**config.mk**
```make
export PLATFORM = sky130hd
export DESIGN_NAME = bus_tenure_ctl
export DESIGN_NICKNAME = d
export VERILOG_FILES = /design/src/rtl/bus_tenure_pkg.sv /design/src/rtl/bt_fsm.sv /design/src/rtl/bt_pin_drv.sv /design/src/rtl/bus_tenure_ctl.sv
export SDC_FILE = /design/constraint.sdc
export NUM_CORES = 1
export LEC_CHECK = 0
export CAP_MARGIN = 5
export CORE_AREA = 4 4 41 43
export CTS_CLUSTER_DIAMETER = 50
export CTS_CLUSTER_SIZE = 12
export DETAILED_ROUTE_END_ITERATION = 8
export DIE_AREA = 0 0 45 47
export DONT_BUFFER_PORTS = 1
export PLACE_DENSITY = 0.57
export SLEW_MARGIN = 40
export SYNTH_ARGS = -nofsm -noshare
export SYNTH_HDL_FRONTEND = slang
export SYNTH_SLANG_ARGS = --single-unit
```
**constraint.sdc**
```tcl
create_clock -name clk -period 3.25 [get_ports clk]
set_clock_uncertainty 0.15 [all_clocks]
set_input_delay 0.65 -clock clk [delete_from_list [all_inputs] [get_ports clk]]
set_output_delay 0.65 -clock clk [all_outputs]
set_load 0.03 [all_outputs]
```
**src/rtl/bus_tenure_pkg.sv**
```systemverilog
package bus_tenure_pkg;
  typedef enum logic [2:0] {
    ST_IDLE,
    ST_REQ,
    ST_OWN,
    ST_REL,
    ST_XGNT,
    ST_XOWN,
    ST_PARK
  } tenure_st_e;

  typedef struct packed {
    logic br_o;
    logic br_oe;
    logic bg_o;
    logic bg_oe;
    logic bb_o;
    logic bb_oe;
  } pins_t;
endpackage

```
**src/rtl/bt_fsm.sv**
```systemverilog
module bt_fsm
  import bus_tenure_pkg::*;
#(
  parameter bit PARK_EN = 1'b1
) (
  input  logic       clk,
  input  logic       rst_n,
  input  logic       arb_int,
  input  logic       xfer_req,
  input  logic       xfer_done,
  input  logic       br_i,
  input  logic       bg_i,
  input  logic       bb_i,
  output tenure_st_e state_d,
  output logic       mode_d,
  output logic       mode_q
);
  tenure_st_e state_q;
  logic park_ok;
  logic qual_gnt;

  generate
    if (PARK_EN) begin : g_park
      assign park_ok = 1'b1;
    end else begin : g_nopark
      assign park_ok = 1'b0;
    end
  endgenerate

  // a grant counts only with busy negated at the same edge
  assign qual_gnt = !bg_i && bb_i;
  assign mode_d   = (state_q == ST_IDLE) ? arb_int : mode_q;

  always_comb begin
    state_d = state_q;
    case (state_q)
      ST_IDLE: begin
        if (arb_int) begin
          if (xfer_req)   state_d = ST_OWN;
          else if (!br_i) state_d = ST_XGNT;
        end else if (xfer_req) begin
          state_d = ST_REQ;
        end
      end
      ST_REQ:  if (qual_gnt) state_d = ST_OWN;
      ST_OWN:  if (xfer_done) state_d = ST_REL;
      ST_REL:  state_d = (!mode_q && park_ok && !bg_i) ? ST_PARK : ST_IDLE;
      ST_XGNT: begin
        if (!bb_i)     state_d = ST_XOWN;
        else if (br_i) state_d = ST_IDLE;
      end
      ST_XOWN: if (bb_i) state_d = ST_IDLE;
      ST_PARK: begin
        if (bg_i)                      state_d = ST_IDLE;
        else if (xfer_req && qual_gnt) state_d = ST_OWN;
      end
      default: state_d = ST_IDLE;
    endcase
  end

  always_ff @(posedge clk) begin
    if (!rst_n) begin
      state_q <= ST_IDLE;
      mode_q  <= 1'b1;
    end else begin
      state_q <= state_d;
      mode_q  <= mode_d;
    end
  end
endmodule

```
**src/rtl/bt_pin_drv.sv**
```systemverilog
module bt_pin_drv
  import bus_tenure_pkg::*;
(
  input  logic       clk,
  input  logic       rst_n,
  input  tenure_st_e state_d,
  input  logic       mode_d,
  output pins_t      pins_q
);
  pins_t pins_d;

  always_comb begin
    // idle defaults: the role picks which wire is held negated
    pins_d = '{br_o: 1'b1, br_oe: !mode_d, bg_o: 1'b1, bg_oe: mode_d,
               bb_o: 1'b1, bb_oe: 1'b0};
    case (state_d)
      ST_REQ: begin
        pins_d.br_o  = 1'b0;
        pins_d.br_oe = 1'b1;
        pins_d.bg_oe = 1'b0;
      end
      ST_OWN: begin
        pins_d.bb_o  = 1'b0;
        pins_d.bb_oe = 1'b1;
      end
      ST_REL:  pins_d.bb_oe = 1'b1;
      ST_XGNT: begin
        pins_d.br_oe = 1'b0;
        pins_d.bg_o  = 1'b0;
        pins_d.bg_oe = 1'b1;
      end
      ST_XOWN: begin
        pins_d.br_oe = 1'b0;
        pins_d.bg_oe = 1'b1;
      end
      ST_PARK: begin
        pins_d.br_oe = 1'b0;
        pins_d.bg_oe = 1'b0;
      end
      default: ;
    endcase
  end

  always_ff @(posedge clk) begin
    if (!rst_n) pins_q <= '{br_o: 1'b1, br_oe: 1'b0, bg_o: 1'b1, bg_oe: 1'b0,
                           bb_o: 1'b1, bb_oe: 1'b0};
    else        pins_q <= pins_d;
  end
endmodule

```
**src/rtl/bus_tenure_ctl.sv**
```systemverilog
module bus_tenure_ctl
  import bus_tenure_pkg::*;
#(
  parameter bit PARK_EN = 1'b1
) (
  input  logic clk,
  input  logic rst_n,
  input  logic arb_int,
  input  logic xfer_req,
  input  logic xfer_done,
  input  logic br_i,
  input  logic bg_i,
  input  logic bb_i,
  output logic br_o,
  output logic br_oe,
  output logic bg_o,
  output logic bg_oe,
  output logic bb_o,
  output logic bb_oe
);
  tenure_st_e state_d;
  logic       mode_d;
  logic       mode_q;
  pins_t      pins_q;

  bt_fsm #(.PARK_EN(PARK_EN)) u_fsm (
    .clk(clk), .rst_n(rst_n), .arb_int(arb_int), .xfer_req(xfer_req),
    .xfer_done(xfer_done), .br_i(br_i), .bg_i(bg_i), .bb_i(bb_i),
    .state_d(state_d), .mode_d(mode_d), .mode_q(mode_q)
  );

  bt_pin_drv u_drv (
    .clk(clk), .rst_n(rst_n), .state_d(state_d), .mode_d(mode_d),
    .pins_q(pins_q)
  );

  assign br_o  = pins_q.br_o;
  assign br_oe = pins_q.br_oe;
  assign bg_o  = pins_q.bg_o;
  assign bg_oe = pins_q.bg_oe;
  assign bb_o  = pins_q.bb_o;
  assign bb_oe = pins_q.bb_oe;
endmodule

```
==> results of run 1 <==
## area by class of cell
cell class | instances | area (um^2)
fill | 139 | 759
tap | 15 | 18.8
multi-input combinational | 35 | 275
inverter | 3 | 11.3
sequential | 10 | 200
clock buffer | 4 | 36.3
## per-stage QoR
step	hold slack (ps)	cells
6_report	303	67
5_1_grt	303	67
4_1_cts	294	67
3_5_place_dp	448	63
3_3_place_gp	438	63
2_1_floorplan	364	50
## cell usage after synthesis
library cell	instances	area share [%]
a211oi_1	1	1.5
a21oi_1	4	4.0
a21oi_2	1	1.7
a221oi_4	1	5.2
a22oi_1	1	1.5
and2_2	1	1.5
and2b_2	1	1.7
buf_4	1	1.5
buf_6	1	2.2
dfxtp_1	10	40
inv_1	2	1.5
inv_2	1	0.74
mux2i_1	1	2.0
nand2_1	3	2.2
nand3_1	3	3.0
nor2_1	5	3.7
nor3_1	2	2.0
nor3_2	1	2.0
nor3b_1	1	1.5
nor4_2	1	2.5
nor4b_1	1	1.7
nor4b_4	1	4.7
o21a_1	1	1.5
o21ai_2	1	1.7
o221a_1	1	2.2
o32a_2	1	2.2
o32ai_2	1	3.2
or3_1	1	1.2
## sequential cells by signal, summed over array words and instances, names as in the netlist
| name | cells |
|---|---|
| u_drv.pins_q | 6 |
| u_fsm.state_q | 3 |
| u_fsm.mode_q | 1 |
## worst max path at each step
stage,from,to,cells past startpoint
3_5_place_dp,arb_int,u_drv.pins_q[2]$_SDFF_PN0_,5
4_1_cts,u_fsm.state_q[2]$_SDFF_PN0_,u_drv.pins_q[2]$_SDFF_PN0_,5
6_report,u_fsm.state_q[2]$_SDFF_PN0_,u_drv.pins_q[2]$_SDFF_PN0_,5
2_1_floorplan,bg_i,u_drv.pins_q[2]$_SDFF_PN0_,5
3_3_place_gp,arb_int,u_drv.pins_q[2]$_SDFF_PN0_,5
5_1_grt,u_fsm.state_q[1]$_SDFF_PN0_,u_drv.pins_q[2]$_SDFF_PN0_,4
## logic make-up (layout without fill, tap and decap cells)
family,after synthesis,in the layout,share of synthesized area [%]
AOI/OAI and AO/OA,13,13,24.8
buffers and inverters,5,7,5.94
DFF,10,10,39.6
muxes,1,1,1.98
and+or+nand+nor,21,21,27.7
## layer usage
| layer | up-vias | part of all wire [%] | GRT usage, % |
|---|---|---|---|
| li1 | 188 | - | - |
| met1 | 181 | 45 | 11.5 |
| met2 | 11 | 49 | 16.1 |
| met3 | 2 | 5.1 | 3.83 |
| met4 | 0 | 0.94 | 8.77 |
| met5 | - | 0 | 0 |
## power by group
part	switching, mW	internal [mW]
registers	0.0381	0.140
clock network	0.0404	0.0679
logic	0.0411	0.0355
## critical path, cell delays in order (launching register included)
cell	delay (ps)
dfxtp_1	540
nor3_1	110
o21a_1	220
a221oi_4	340
a21oi_2	110
o221a_1	240
==> metrics.md, run 1 <==
| Metric | Value |
|---|---|
| Antenna Diode Count | 0 |
| Worst flop-to-flop path endpoint | u_drv.pins_q[2]$_SDFF_PN0_ |
| Final cycle utilization of the critical path | 56.0% |
| CP Capture Type | register |
| Mapped Avg Cell Area | 10.1 um^2 |
| CP Class | register to register |
| Peak VDD IR | 0.318 mV |
| Sink count of the clock tree | 10 |
| Arrival time of data at the critical path endpoint | between 1500 and 2000 ps |
| Launch instance of the worst register-to-register path | u_fsm.state_q[2]$_SDFF_PN0_ |
| Final min period | 1820 ps |
| Post-synth design cell area | 505 um^2 |
| DR vias | 382 |
| Setup repair after global routing missed its margin | no |
| Synthesis Warnings | 0 |
| Drc violations | 0 |
| Initial Util | 38.8% |
| Fraction of final layout cells sized beyond drive strength 1 | around 29% |
| Sequential cell area fraction in the yosys report | 39.6% |
| ANT nets after route | 0 |
| Die outline area | 2120 um^2 |
| Iter 0 DRT Violations | 5 |
| Hold WC Path Type | primary input to register |
| Pin count of the biggest net entering global routing | 11 |
| Startpoint of the worst hold path | rst_n |
| Number of nets in the layout | 61 |
| Crit path launch type | register |
| Non-Filler Cell Area, Final | 542 um^2 |
| Max Cap Violations | 0 |
| CTS tree | yes |
| Post-detailed-route wirelength per cell | 14.3 um |
| Insertion delay to the later sink of the worst-skew pair | 260 ps |
| Detailed Routing Iterations Pass 1 | 4 |
| Number of register bits inferred by synthesis | 10 |
| Routed wire length | approximately 960 um |
| Die Span Y | approximately 47 um |
| Post-cts gate resize count | 0 |
| Root Buffer | clkbuf_4 |
| Total Neg Setup Slack | 0 ps |
| Buffers added on ports | 0 |
| Status | completed |
| Boundary pin count | 14 |
| Total Power Consumption | 0.363 mW |
| Final GP Congestion | 0.677 |
| Post-CTS setup buffers | 0 |
| Vias in the first global route | roughly 350 |
| Number of antenna violations at the first check in global routing | 0 |
| First-pass GRT wire length | 1.50 mm |
| Endpoint, Worst Hold | u_fsm.mode_q$_SDFF_PN1_ |
| Synthesized instance count | 50 |
| Width of the chip | around 45 um |
| Number of nets produced by synthesis | 58 |
| Leading cell types in the layout, fill and taps excluded | dfxtp_1 (10), nor2_1 (5), a21oi_1 (4) |
| Total clock buffers created by CTS | 3 |
| Drt via density | 5.70 |
| Final setup margin | approximately 1400 ps |
| Minimum setup slack after placement | 1370 ps |
| CTS H-Tree Depth | 1 |
| Final count of pins violating max slew | 0 |
| Most common library cell in the layout ignoring fill and taps | dfxtp_1 |
| Synthesis-to-finish area growth | 7.18% |
| PwrDens | 670 nW/um^2 |
| Row Count | 13 |
| Core area | 1300 um^2 |
| Number of distinct library cells after synthesis | 28 |
| Gr usage total | a little over a tenth |
| Count of cells along the worst hold path | 1 |
| Max Fanout on Critical Path | 9 |
| Final Util | 41.6% |
| Finish-stage setup viols | 0 |
| Total congestion overflow after global routing | 0 |
| Clock-pin slew of the registers on the worst-case setup and hold paths | 60 ps |
| Placement-stage cell area | between 500 and 600 um^2 |
| Final Hold Fails | 0 |
| Detailed-placement wirelength estimate | 719 um |
| Relative slew slack | 71.2% |
| Leakage power summed over all cells | 0.196 nW |
| Buffer depth of the longest clock path | 2 |
| Slew at the pin closest to its max-slew limit | roughly 430 ps |
| Worst Reg-to-Reg Cells | 5 |
| Hold bufs inserted after CTS | 0 |
| Setup slack of the worst register-to-register path | 1430 ps |
| CP Data Required Time | 3260 ps |
| Maximum frequency from static timing analysis | approximately 550 MHz |
(Power assumes the default switching activity.)
==> run 2, diff against run 1 <==
--- a/config.mk
+++ b/config.mk
@@ -5,6 +5,7 @@
 export SDC_FILE = /design/constraint.sdc
 export NUM_CORES = 1
 export LEC_CHECK = 0
+export ABC_AREA = 1
 export CAP_MARGIN = 5
 export CORE_AREA = 4 4 41 43
 export CTS_CLUSTER_DIAMETER = 50
@@ -12,7 +13,7 @@
 export DETAILED_ROUTE_END_ITERATION = 8
 export DIE_AREA = 0 0 45 47
 export DONT_BUFFER_PORTS = 1
-export PLACE_DENSITY = 0.57
+export PLACE_DENSITY = 0.66
 export SLEW_MARGIN = 40
 export SYNTH_ARGS = -nofsm -noshare
 export SYNTH_HDL_FRONTEND = slang
==> constraint.sdc (replaced) <==
create_clock -name clk -period 1.6 [get_ports clk]
set_clock_uncertainty 0.15 [all_clocks]
set_input_delay 0.32 -clock clk [delete_from_list [all_inputs] [get_ports clk]]
set_output_delay 0.32 -clock clk [all_outputs]
set_load 0.03 [all_outputs]
==> run 2 against run 1 <==
  * Total power is 120% higher
  * Via count is 35% higher
  * Worst setup slack worse by 1200 ps
  * Worst hold slack worse by 280 ps
  * First-iteration DRC count grew 80%
  * Highest routed layer unchanged
==> metrics.md, run 2 <==
| Metric | Value |
|---|---|
| Final cycle utilization of the critical path | 87.7% (+32 points) |
| Relative slew slack | 80.0% (+8.8 points) |
| Synth Flop Type | dfxtp_1 |
| Number of enable-type register cells in the synthesized netlist | 0 (unchanged) |
| Registers with the most flip-flops | u_drv.pins_q (6), u_fsm.state_q (3), u_fsm.mode_q (1) |
| Placement-stage cell area | 614 um^2 (+22%) |
| Post-CTS setup buffers | 0 (unchanged) |
| Synthesis-to-finish area growth | 14.0% |
| Sink count of the clock tree | 10 (unchanged) |
| Max Cap Violations | 0 (unchanged) |
| Most common library cell in the layout ignoring fill and taps | nand2_1 |
| Cell type with the highest occurrence count on the critical path | nor2_1 |
| CTS H-Tree Depth | 1 (unchanged) |
| Buffer depth of the longest clock path | 2 (unchanged) |
| Number of antenna violations at the first check in global routing | 0 (unchanged) |
| PwrDens | 1210 nW/um^2 (+81%) |
| Number of fill cells in the layout | 140 (+0.72%) |
| Total clock buffers created by CTS | 3 (unchanged) |
| Boundary pin count | 14 (unchanged) |
| CTS tree | yes |
| Synthesis Warnings | 0 (unchanged) |
| Final Hold Fails | 0 (unchanged) |
| Detailed-placement wirelength estimate | 908 um (+26%) |
| Leading cell types in the layout, fill and taps excluded | nand2_1 (18), nand3_1 (9), inv_1 (9) |
| Vias in the first global route | 425 (+22%) |
| Total Neg Setup Slack | 0 ps (unchanged) |
| Slew at the pin closest to its max-slew limit | 299 ps (-132 ps) |
| Worst path cell trace | inv_1 -> nor2_1 -> nand3_2 -> nand2_1 -> nor2_1 -> nand3_1 -> nand2_1 -> nor2_1 -> nor2_1 |
| Post-detailed-route wirelength per cell | 10.7 um (-26%) |
| Adder-cell share of the synthesized area | 0% (unchanged) |
| Initial Util | 45.2% (+6.3 points) |
| Top cell type by total area after synthesis | dfxtp_1 |
| Number of nets in the layout | 97 (+59%) |
| Drc violations | 0 (unchanged) |
| Peak VDD IR | 0.505 mV (+59%) |
| Number of flip-flops in the largest register | 6 (unchanged) |
| Hold WC Path Type | primary input to register |
| Sequential cell area fraction in the yosys report | 34.0% (-5.6 points) |
| Insertion delay to the later sink of the worst-skew pair | 260 ps (about the same) |
| Max Fanout on Critical Path | 7 (-2) |
| Number of nets produced by synthesis | 90 (+55%) |
| Mapped Avg Cell Area | 7.17 um^2 (-29%) |
| Post-Synth Simple-Gate Area | 56.4% (+29 points) |
| CP Capture Type | register |
| Ranking of synthesized cells by area | dfxtp_1 (34%), nand2_1 (11%), nor2_2 (8.5%) |
| Iter 0 DRT Violations | 9 (+4) |
| Width of the chip | 45 um (unchanged) |
| Fraction of final layout cells sized beyond drive strength 1 | 31.8% (+3.0 points) |
| Compound-Gate Fraction of Synth Area | 0.851% (-24 points) |
| Final min period | 1400 ps (-417 ps) |
| Synth async-reset ratio | 0% (unchanged) |
| ANT nets after route | 0 (unchanged) |
| Root Buffer | clkbuf_4 |
| Non-Filler Cell Area, Final | 671 um^2 (+24%) |
| Busiest layer in global routing | met2 |
| Gr usage total | 11.6% (+1.1 points) |
| Buffers added on ports | 0 (unchanged) |
| Proportion of netlist area held by the largest area contributor | 34.0% (-5.6 points) |
| Top-count cell post-synth | nand2_1 |
| Total congestion overflow after global routing | 0 (unchanged) |
| Xor and xnor area share after synthesis | 0% (unchanged) |
| Routed wire length | 1.10 mm (+14%) |
| CP Class | register to register |
| DR vias | 514 (+35%) |
| Maximum cell stage delay along the critical path | 420 ps (-120 ps) |
| Crit path launch type | register |
| Dominant combinational cell family by area after synthesis | simple AND/OR/NAND/NOR gates |
| Met2 capacity usage during global routing | 17.8% (+1.7 points) |
| Row Count | 13 (unchanged) |
| Maximum frequency from static timing analysis | 713 MHz (+30%) |
| First-pass GRT wire length | 1.73 mm (+15%) |
| Die outline area | 2120 um^2 (unchanged) |
| Leading post-synthesis cells by instance count | nand2_1 (18), dfxtp_1 (10), inv_1 (9), nand3_1 (9), nor2_1 (9) |
| Buf+Inv Stages, Crit Path | 1 (+1) |
| Status | completed |
| Synthesized instance count | 82 (+64%) |
| Finish-stage setup viols | 0 (unchanged) |
| Final count of pins violating max slew | 0 (unchanged) |
| Clock-pin slew of the registers on the worst-case setup and hold paths | 60 ps (about the same) |
| Core area | 1300 um^2 (unchanged) |
| Setup repair after global routing missed its margin | no |
| Detailed Routing Iterations Pass 1 | 4 (unchanged) |
| Total Power Consumption | 0.813 mW (+120%) |
| Antenna Diode Count | 0 (unchanged) |
| Number of register bits inferred by synthesis | 10 (unchanged) |
| Met3 global-route usage | 4.98% (+1.1 points) |
| Register with the most flip-flops | u_drv.pins_q |
| Arrival time of data at the critical path endpoint | 1410 ps (-420 ps) |
| Pin count of the biggest net entering global routing | 8 (-3) |
| Leakage power summed over all cells | 0.317 nW (+62%) |
| Final GP Congestion | 0.828 (+22%) |
| CP Data Required Time | 1610 ps (-1650 ps) |
| Cell with the largest stage delay on the worst path | dfxtp_2 |
| Die Span Y | 47 um (unchanged) |
| Met1 Usage GRT | 13.9% (+2.3 points) |
| Number of distinct library cells after synthesis | 17 (-39%) |
| Cell family with the largest share of critical-path delay | simple AND/OR/NAND/NOR gates |
| Drt via density | 4.99 (-12%) |
| Fraction of synthesized area in multiplexers | 0% (-2.0 points) |
| Post-synth design cell area | 588 um^2 (+16%) |
## run 2: changes by cell type in the layout (fill, tap and decap cells not counted), moves of 3 or more
| cell | before | now |
|---|---|---|
| nand3_1 | 3 | 9 |
| nor2_2 | 0 | 8 |
| nor2_1 | 5 | 8 |
| inv_1 | 2 | 9 |
| nand3b_1 | 0 | 3 |
| nand2_1 | 3 | 18 |
| a21oi_1 | 4 | 1 |
## run 2: what timing repair did
| item | CTS | global route |
|---|---|---|
| gates resized for setup | 0 | 4 |
| hold buffers | 1 | 0 |
| setup endpoints to repair | 0 | 3 |
| hold endpoints to repair | 1 | 0 |
## run 2: worst paths after layout
kind              depth (start not counted)                        start                         end  slack [ps]
hold / removal                            2                        rst_n  u_drv.pins_q[2]$_SDFF_PN0_          20
hold reg to reg                           2      u_fsm.mode_q$_SDFF_PN1_     u_fsm.mode_q$_SDFF_PN1_         380
setup reg to reg                          9  u_fsm.state_q[2]$_SDFF_PN0_  u_drv.pins_q[2]$_SDFF_PN0_         200
setup / recovery                          9  u_fsm.state_q[2]$_SDFF_PN0_  u_drv.pins_q[2]$_SDFF_PN0_         200
## run 2: cells by family after synthesis
| family | after synthesis |
|---|---|
| buf+inv | 13 |
| compound gates | 1 |
| flops | 10 |
| simple gates | 58 |
## run 2: power by group
part	switching [mW]	total, mW	internal [mW]	leakage [nW]
Clock	0.0838	0.222	0.138	0.0210
Sequential	0.0804	0.371	0.291	0.0832
Combinational	0.136	0.220	0.0835	0.213
## run 2: per-stage QoR
| stage | hold slack [ps] | setup WS, ps | std cells | utilization, % |
|---|---|---|---|---|
| final | 24.4 | 198 | 103 | 51.5 |
| after global placement | 245 | 132 | 98 | 47.2 |
| after floorplan | 239 | 275 | 82 | - |
| after global routing | 41.7 | 52.6 | 103 | 51.5 |
| after CTS | 18.3 | 115 | 103 | 50.8 |
| after detailed placement | 249 | 122 | 98 | 47.2 |
## run 2: worst reg2reg max path: stages (launching register included)
cell	delay [ps]
dfxtp_2	420
inv_1	100
nor2_1	130
nand3_2	120
nand2_1	70
nor2_1	40
nand3_1	60
nand2_1	80
nor2_1	90
nor2_1	50
## run 2: routing by layer
metal  share of wire [%]  wire length, um
met2                  46              509
met3                 7.6               83
met5                   0                0
met1                  45              490
met4                 1.4               15
## run 2: layout make-up
class | count | area [um^2] | area share (%)
inverter | 13 | 51.3 | 7.65
clock buffer | 4 | 36.3 | 5.41
tap | 15 | 18.8 | 2.80
sequential | 10 | 203 | 30.2
multi-input combinational | 59 | 344 | 51.3
timing repair buffer | 2 | 17.5 | 2.61
